`src/rtl/nvm_aclk_gen.sv`:
```
module nvm_aclk_gen #(
  parameter int PW       = 6,
  parameter int ZERO_SUB = 15
) (
  input  logic          clk,
  input  logic          rst_n,
  input  logic [PW-1:0] period_cfg,
  input  logic          cont_mode,
  input  logic          suppress_mode,
  input  logic          acc_req,
  output logic          aclk,
  output logic          acc_done
);
  localparam logic [PW-1:0] SUB = PW'(ZERO_SUB);

  function automatic logic [PW-1:0] half_of(input logic [PW-1:0] e);
    logic [PW:0] p;
    p = {1'b0, e} + 1'b1;
    return p[PW:1];
  endfunction

  logic          run_q, acc_q, chain_q, aclk_q, done_q;
  logic [PW-1:0] cnt_q, eff_q;
  logic          run_n, acc_n, chain_n;
  logic [PW-1:0] cnt_n, eff_n, eff_in;
  logic          at_end;

  assign eff_in   = (period_cfg == '0) ? SUB : period_cfg;
  assign at_end   = (cnt_q == eff_q);
  assign aclk     = aclk_q;
  assign acc_done = done_q;

  always_comb begin
    run_n   = run_q;
    cnt_n   = cnt_q;
    eff_n   = eff_q;
    acc_n   = acc_q;
    chain_n = chain_q;
    if (!run_q) begin
      if (cont_mode || acc_req) begin
        run_n   = 1'b1;
        cnt_n   = '0;
        eff_n   = eff_in;
        acc_n   = acc_req;
        chain_n = 1'b0;
      end
    end else if (at_end) begin
      acc_n   = chain_q || acc_req;
      run_n   = cont_mode || acc_n;
      cnt_n   = '0;
      eff_n   = eff_in;
      chain_n = 1'b0;
    end else begin
      cnt_n = cnt_q + 1'b1;
      if (acc_q && suppress_mode && acc_req && cnt_n == half_of(eff_q))
        chain_n = 1'b1;
    end
  end

  always_ff @(posedge clk or negedge rst_n) begin
    if (!rst_n) begin
      run_q   <= 1'b0;
      cnt_q   <= '0;
      eff_q   <= SUB;
      acc_q   <= 1'b0;
      chain_q <= 1'b0;
      aclk_q  <= 1'b0;
      done_q  <= 1'b0;
    end else begin
      run_q   <= run_n;
      cnt_q   <= cnt_n;
      eff_q   <= eff_n;
      acc_q   <= acc_n;
      chain_q <= chain_n;
      aclk_q  <= run_n && ((cnt_n < half_of(eff_n)) || chain_n);
      done_q  <= run_n && acc_n && (cnt_n == eff_n);
    end
  end
endmodule

```
`config.mk`:
```
export PLATFORM = sky130hd
export DESIGN_NAME = nvm_aclk_gen
export DESIGN_NICKNAME = d
export VERILOG_FILES = /design/src/rtl/nvm_aclk_gen.sv
export SDC_FILE = /design/constraint.sdc
export NUM_CORES = 1
export LEC_CHECK = 0
export BUFFER_PORTS_ARGS = -buffer_cell sky130_fd_sc_hd__clkbuf_2
export CAP_MARGIN = 20
export CORE_ASPECT_RATIO = 1.1
export CORE_MARGIN = 2
export CORE_UTILIZATION = 40
export CTS_BUF_LIST = sky130_fd_sc_hd__clkbuf_8 sky130_fd_sc_hd__clkbuf_16
export DETAILED_ROUTE_END_ITERATION = 8
export SLEW_MARGIN = 20
export SYNTH_ARGS = -nofsm -noshare
export SYNTH_HDL_FRONTEND = slang
export SYNTH_SLANG_ARGS = --single-unit
```
`constraint.sdc`:
```
create_clock -name clk -period 8 [get_ports clk]
set_clock_uncertainty 0.15 [all_clocks]
set_input_delay 0.8 -clock clk [delete_from_list [all_inputs] [get_ports clk]]
set_output_delay 0.8 -clock clk [all_outputs]
set_load 0.005 [all_outputs]
```
[After elaboration in Yosys (flattened, before gate mapping)]
Index checks and enable logic that the tools add are counted.
Cells by class
  add/subtract/negate cells: 3
  $lt $le $gt $ge: 1
  equality and inequality tests: 3
  multiplexer cells: 17
  reduce and logical (&&, ||, !) cells: 11
Operators by type and width (count)
  6-bit two-way mux: 7
  6-bit equality test: 3
  6-bit by 1-bit adder with 7-bit output, second input constant: 2
  1-bit two-way mux: 10
  6-bit by 1-bit adder with 6-bit output, second input constant: 1
  1-bit logical AND: 6
  6-bit logical NOT: 1
  6-bit < comparator: 1
  1-bit logical OR: 4
Word-level totals
  flip-flop bits (word level): 17
  bits of input ports: 11
  output and inout port bits: 2
  logic and storage cells: 42

[Depth between registers and ports, before layout]
  depth after elaboration: 8
  mapped depth: 15
  mapped depth without buffers: 14

[Worst setup path before layout]
OpenSTA, ideal clock, no wires.
  path kind: input-to-reg
  start: input cont_mode
  end: register aclk_q (netlist: aclk)
  setup time: 0.119 ns
  arrival: 3.020 ns
  data required time: 7.731 ns
  setup slack: 4.711 ns
  stages: 12
  buffers on the path: 0
  cells stage by stage: or3_4 -> nand3_2 -> o22ai_4 -> mux2i_1 -> ha_1 -> nand3_1 -> xnor2_1 -> ha_1 -> and3_1 -> o2111ai_1 -> and3b_1 -> o21a_1
On the way
  word-level cells in the longest chain between the ends: 7
  elaborated cells between the ends (all ways): 15
RTL lines
  from (decl): line 8  | input logic cont_mode,
  1-bit logical OR: line 40  | if (cont_mode || acc_req) begin
  6-bit two-way mux: line 40
  6-bit two-way mux: line 39  | if (!run_q) begin
  named net eff_n[1]: line 25  | logic [PW-1:0] cnt_n, eff_n, eff_in;
  6-bit by 1-bit adder with 7-bit output: line 18  | p = {1'b0, e} + 1'b1;
  6-bit < comparator: line 75  | aclk_q <= run_n && ((cnt_n < half_of(eff_n)) || chain_n);
  1-bit logical OR: line 75
  1-bit logical AND: line 75
  to (signal assigned): line 75
  to (decl): line 22  | logic run_q, acc_q, chain_q, aclk_q, done_q;
The timed path passes the listed nets, and every way through them passes these cells.

[Worst setup path after layout]
  start: register eff_q[2]
  end: register aclk_q (netlist: aclk)
On the way
  elaborated cells between the ends (all ways): 18
RTL lines
  from (decl): line 23  | logic [PW-1:0] cnt_q, eff_q;
  from (signal assigned): line 72  | eff_q <= eff_n;
  6-bit equality test: line 29  | assign at_end = (cnt_q == eff_q);
  6-bit two-way mux: line 47  | end else if (at_end) begin
  6-bit two-way mux: line 39
  named net eff_n[1]: line 25
  6-bit by 1-bit adder with 7-bit output: line 18
  6-bit < comparator: line 75
  1-bit logical OR: line 75
  1-bit logical AND: line 75
The timed path passes the listed nets, and every way through them passes these cells.

==> report_table.html <==
<table>
<tr><th>Metric</th><th>Value</th></tr>
<tr><th colspan="2">Logic synthesis</th></tr>
<tr><td>Largest area contributor in the synthesized netlist</td><td>sky130_fd_sc_hd__dfrtp_1</td></tr>
<tr><td>Part of the Yosys area used for sequential elements</td><td>29.2%</td></tr>
<tr><td>Summed instance area of the synthesized netlist</td><td>1480 um2</td></tr>
<tr><td>Synthesized Nets</td><td>175</td></tr>
<tr><td>Library cells used by synthesis</td><td>52</td></tr>
<tr><td>Synth top cells by count</td><td>sky130_fd_sc_hd__xnor2_1 (18), sky130_fd_sc_hd__dfrtp_1 (13), sky130_fd_sc_hd__nand2_1 (12)</td></tr>
<tr><td>Cell count after synthesis</td><td>156</td></tr>
<tr><td>Most used flip-flop cell after synthesis</td><td>sky130_fd_sc_hd__dfrtp_1</td></tr>
<tr><td>Average cell area after synthesis</td><td>9.46 um2</td></tr>
<tr><td>Number of enable-type register cells in the synthesized netlist</td><td>0</td></tr>
<tr><td>Ys Warns</td><td>0</td></tr>
<tr><td>Share of synthesized flip-flops with an asynchronous set or reset</td><td>100%</td></tr>
<tr><td>Top cell type's share of synthesized area</td><td>22.1%</td></tr>
<tr><td>Post-synthesis sequential element count</td><td>17</td></tr>
<tr><td>Cell types with the largest area share after synthesis</td><td>sky130_fd_sc_hd__dfrtp_1 (22%), sky130_fd_sc_hd__xnor2_1 (11%), sky130_fd_sc_hd__dfstp_2 (7.1%)</td></tr>
<tr><td>Most frequently used cell type in the post-synthesis netlist</td><td>sky130_fd_sc_hd__xnor2_1</td></tr>
<tr><th colspan="2">Place</th></tr>
<tr><td>Placement Setup Slack</td><td>4290 ps</td></tr>
<tr><td>HPWL after DPL</td><td>2.67 mm</td></tr>
<tr><td>Gp weighted congestion</td><td>0.866</td></tr>
<tr><td>Count of buffers inserted at the top-level ports</td><td>12</td></tr>
<tr><td>Dpl cell area</td><td>1570 um2</td></tr>
<tr><th colspan="2">Routing</th></tr>
<tr><td>Average wire per standard cell</td><td>14.8 um</td></tr>
<tr><td>ANT nets after route</td><td>0</td></tr>
<tr><td>Detailed Route WL</td><td>3.24 mm</td></tr>
<tr><td>Vias after detailed routing</td><td>1176</td></tr>
<tr><td># DRC</td><td>0</td></tr>
<tr><td>Via/cell ratio</td><td>5.37</td></tr>
<tr><td>Number of DRC violations after detailed-routing iteration 0</td><td>81</td></tr>
<tr><td>Detailed-routing iteration count for the pre-antenna-repair pass</td><td>4</td></tr>
<tr><th colspan="2">Floorplanning</th></tr>
<tr><td>Die H</td><td>67.7 um</td></tr>
<tr><td>Number of core rows</td><td>23</td></tr>
<tr><td>Horizontal die dimension</td><td>61.9 um</td></tr>
<tr><td>Starting utilization of the core area</td><td>41.0%</td></tr>
<tr><td>Number of top-level pins</td><td>13</td></tr>
<tr><td>Die area</td><td>4190 um2</td></tr>
<tr><td>Core box area</td><td>3600 um2</td></tr>
<tr><th colspan="2">Clock tree</th></tr>
<tr><td>Maximum clock path buffer count</td><td>2</td></tr>
<tr><td>Clock Latency Late Sink</td><td>240 ps</td></tr>
<tr><td>Number of setup buffers added after CTS</td><td>0</td></tr>
<tr><td>Count of hold-fix buffers inserted at cts</td><td>0</td></tr>
<tr><td>Clock-pin transition on the worst setup and hold timing paths</td><td>60 ps</td></tr>
<tr><td>Clock Root Buffer</td><td>sky130_fd_sc_hd__clkbuf_8</td></tr>
<tr><td>Number of buffers added by the clock tree synthesis step</td><td>3</td></tr>
<tr><td>Clock tree from TritonCTS</td><td>built</td></tr>
<tr><td>Post-cts repair resize count</td><td>0</td></tr>
<tr><td>H-tree lvl count</td><td>1</td></tr>
<tr><td>Number of clock sinks</td><td>17</td></tr>
<tr><th colspan="2">Final layout</th></tr>
<tr><td>Antenna cell count</td><td>0</td></tr>
<tr><td>Layout Area Growth over Synthesis</td><td>9.50%</td></tr>
<tr><td>Fraction of layout cells with a size suffix above 1</td><td>20.7%</td></tr>
<tr><td>Final layout net count</td><td>189</td></tr>
<tr><td>Post-route cell area</td><td>1620 um2</td></tr>
<tr><th colspan="2">Worst setup path</th></tr>
<tr><td>Arrival @ worst endpoint</td><td>3470 ps</td></tr>
<tr><td>Crit path max fanout</td><td>8</td></tr>
<tr><td>Largest stage delay on the critical path</td><td>590 ps</td></tr>
<tr><td>Launching point of the worst reg2reg path</td><td>eff_q[2]</td></tr>
<tr><td>Reg-to-reg setup timing slack</td><td>4520 ps</td></tr>
<tr><td>Cell with the biggest individual delay on the critical path</td><td>sky130_fd_sc_hd__dfstp_2</td></tr>
<tr><td>End of the worst register-to-register path</td><td>aclk</td></tr>
<tr><td>Logic depth of the worst register-to-register path</td><td>12</td></tr>
<tr><td>Critical-path cell list</td><td>xnor2_1 -&gt; nand4_2 -&gt; o22ai_4 -&gt; mux2i_1 -&gt; ha_1 -&gt; nand3_1 -&gt; xnor2_1 -&gt; ha_1 -&gt; and3_1 -&gt; o2111ai_1 -&gt; and3b_1 -&gt; o21a_1</td></tr>
<tr><td>Data required, critical path</td><td>7990 ps</td></tr>
<tr><td>Endpoint type of the worst setup path</td><td>flop</td></tr>
<tr><td>Critical path origin</td><td>eff_q[2]</td></tr>
<tr><td>Crit Path Class</td><td>reg -&gt; reg</td></tr>
<tr><td>Element type at the critical path start</td><td>flop</td></tr>
<tr><th colspan="2">Timing</th></tr>
<tr><td>RSZ-0062 raised after global routing</td><td>no</td></tr>
<tr><td>Share of the cycle needed by the critical path after routing</td><td>43.5%</td></tr>
<tr><td>Highest clock rate</td><td>287 MHz</td></tr>
<tr><td>Worst rel slew slack</td><td>63.3%</td></tr>
<tr><td>Measured slew at the worst slew-check pin</td><td>544 ps</td></tr>
<tr><td>Crit path time final</td><td>3480 ps</td></tr>
<tr><td>Hold Vio Cnt, Final</td><td>0</td></tr>
<tr><td>Worst Setup Slack, final</td><td>4520 ps</td></tr>
<tr><td>Final max-slew violation count</td><td>0</td></tr>
<tr><td>Count of endpoints failing setup in the final report</td><td>0</td></tr>
<tr><td>Setup Total Neg Slack</td><td>0 ps</td></tr>
<tr><th colspan="2">Global routing</th></tr>
<tr><td>Overall Global Routing Usage</td><td>17.7%</td></tr>
<tr><td>Vias in the first global route</td><td>1258</td></tr>
<tr><td>Antenna violations before repair</td><td>0</td></tr>
<tr><td>Largest net degree at the start of global routing</td><td>18</td></tr>
<tr><td>Global route total overflow</td><td>0</td></tr>
<tr><td>Wire length of the first global-routing pass</td><td>5.51 mm</td></tr>
<tr><th colspan="2">Outcome</th></tr>
<tr><td>Result of the run</td><td>finished, final reports clean</td></tr>
<tr><th colspan="2">Hold path</th></tr>
<tr><td>Worst Hold Class</td><td>in -&gt; async</td></tr>
<tr><th colspan="2">Pwr</th></tr>
<tr><td>Worst IR Drop VDD</td><td>0.222 mV</td></tr>
<tr><td>Lkg Pwr</td><td>0.663 nW</td></tr>
<tr><td>Pwr Density</td><td>485 nW/um2</td></tr>
<tr><th colspan="2">Job</th></tr>
<tr><td>Number of max-cap violations</td><td>0</td></tr>
</table>
[metrics by stage]
stage | std cells | hold WS (ps) | total power, W | utilization [%]
finish | 219 | 319 | 0.000783 | 44.9
CTS | 219 | 338 | 0.000787 | 44.9
floorplan | 156 | 354 | 0.000617 | -
global route | 219 | 340 | 0.000860 | 44.9
detailed placement | 215 | 449 | 0.000724 | 43.7
global placement | 215 | 449 | 0.000709 | 43.7
[layout make-up]
cell class                      instances  area [um2]
Clock inverter                          1        3.75
Tap cell                               50        62.6
Inverter                               11        41.3
Multi-Input combinational cell        125         976
Clock buffer                            3        41.3
Fill cell                             356        1980
Timing Repair Buffer                   12        60.1
Sequential cell                        17         430
[flip-flops by register name, summed over array words and instances (netlist names)]
| name | count |
|---|---|
| acc_q | 1 |
| chain_q | 1 |
| eff_q | 6 |
| cnt_q | 6 |
| run_q | 1 |
| aclk | 1 |
| acc_done | 1 |
[routing by layer]
metal | up-vias | global-route usage, % | part of all wire (%)
met4 | 0 | 7.45 | 2.3
met2 | 19 | 31.2 | 51
met5 | - | 0 | 0
li1 | 586 | - | -
met3 | 8 | 1.53 | 2.4
met1 | 563 | 21.7 | 44
[critical path, delay by kind of cell, from the launching register on]
family	cells	cell delay, ps
AOI/OAI and AO/OA	3	650
xor gates and xnor gates	2	290
muxes	1	470
adders and majority gates	2	580
DFF	1	590
and+or+nand+nor	4	640
[cells by family (layout without fill, tap and decap cells)]
family	Yosys count	after routing	synth area share, %
adder cells (fa/ha/maj)	8	8	6.79
flip-flops	17	17	29.2
AND/OR/NAND/NOR	52	52	19.8
AO/OA/AOI/OAI	31	31	15.4
buffers and inverters	14	27	4.66
XOR/XNOR	27	27	18.5
multiplexers	7	7	5.60
[power breakdown]
part	switching, W	leakage [nW]	total [W]	internal [W]
clock	0.0000259	0.0269	0.0000598	0.0000339
combinational	0.000268	0.438	0.000522	0.000254
sequential	0.0000680	0.198	0.000202	0.000134
total	0.000362	0.663	0.000783	0.000422
[placed cells by master (no fill, tap or decap), types with 4 or more instances in the layout]
cell type                  netlist  routed
sky130_fd_sc_hd__a21oi_1         5       5
sky130_fd_sc_hd__clkbuf_2        0      12
sky130_fd_sc_hd__dfrtp_1        13      13
sky130_fd_sc_hd__dfstp_2         4       4
sky130_fd_sc_hd__ha_1            8       8
sky130_fd_sc_hd__inv_1           9      10
sky130_fd_sc_hd__nand2_1        12      12
sky130_fd_sc_hd__nand3_1        11      11
sky130_fd_sc_hd__nor2_1          8       8
sky130_fd_sc_hd__o21ai_0         5       5
sky130_fd_sc_hd__xnor2_1        18      18
sky130_fd_sc_hd__xor2_1          6       6
[worst max-delay path by stage]
stage and end:
2_1_floorplan aclk, 3_3_place_gp aclk, 3_5_place_dp aclk, 4_1_cts aclk, 5_1_grt aclk, 6_report aclk
(Power assumes the default switching activity.)
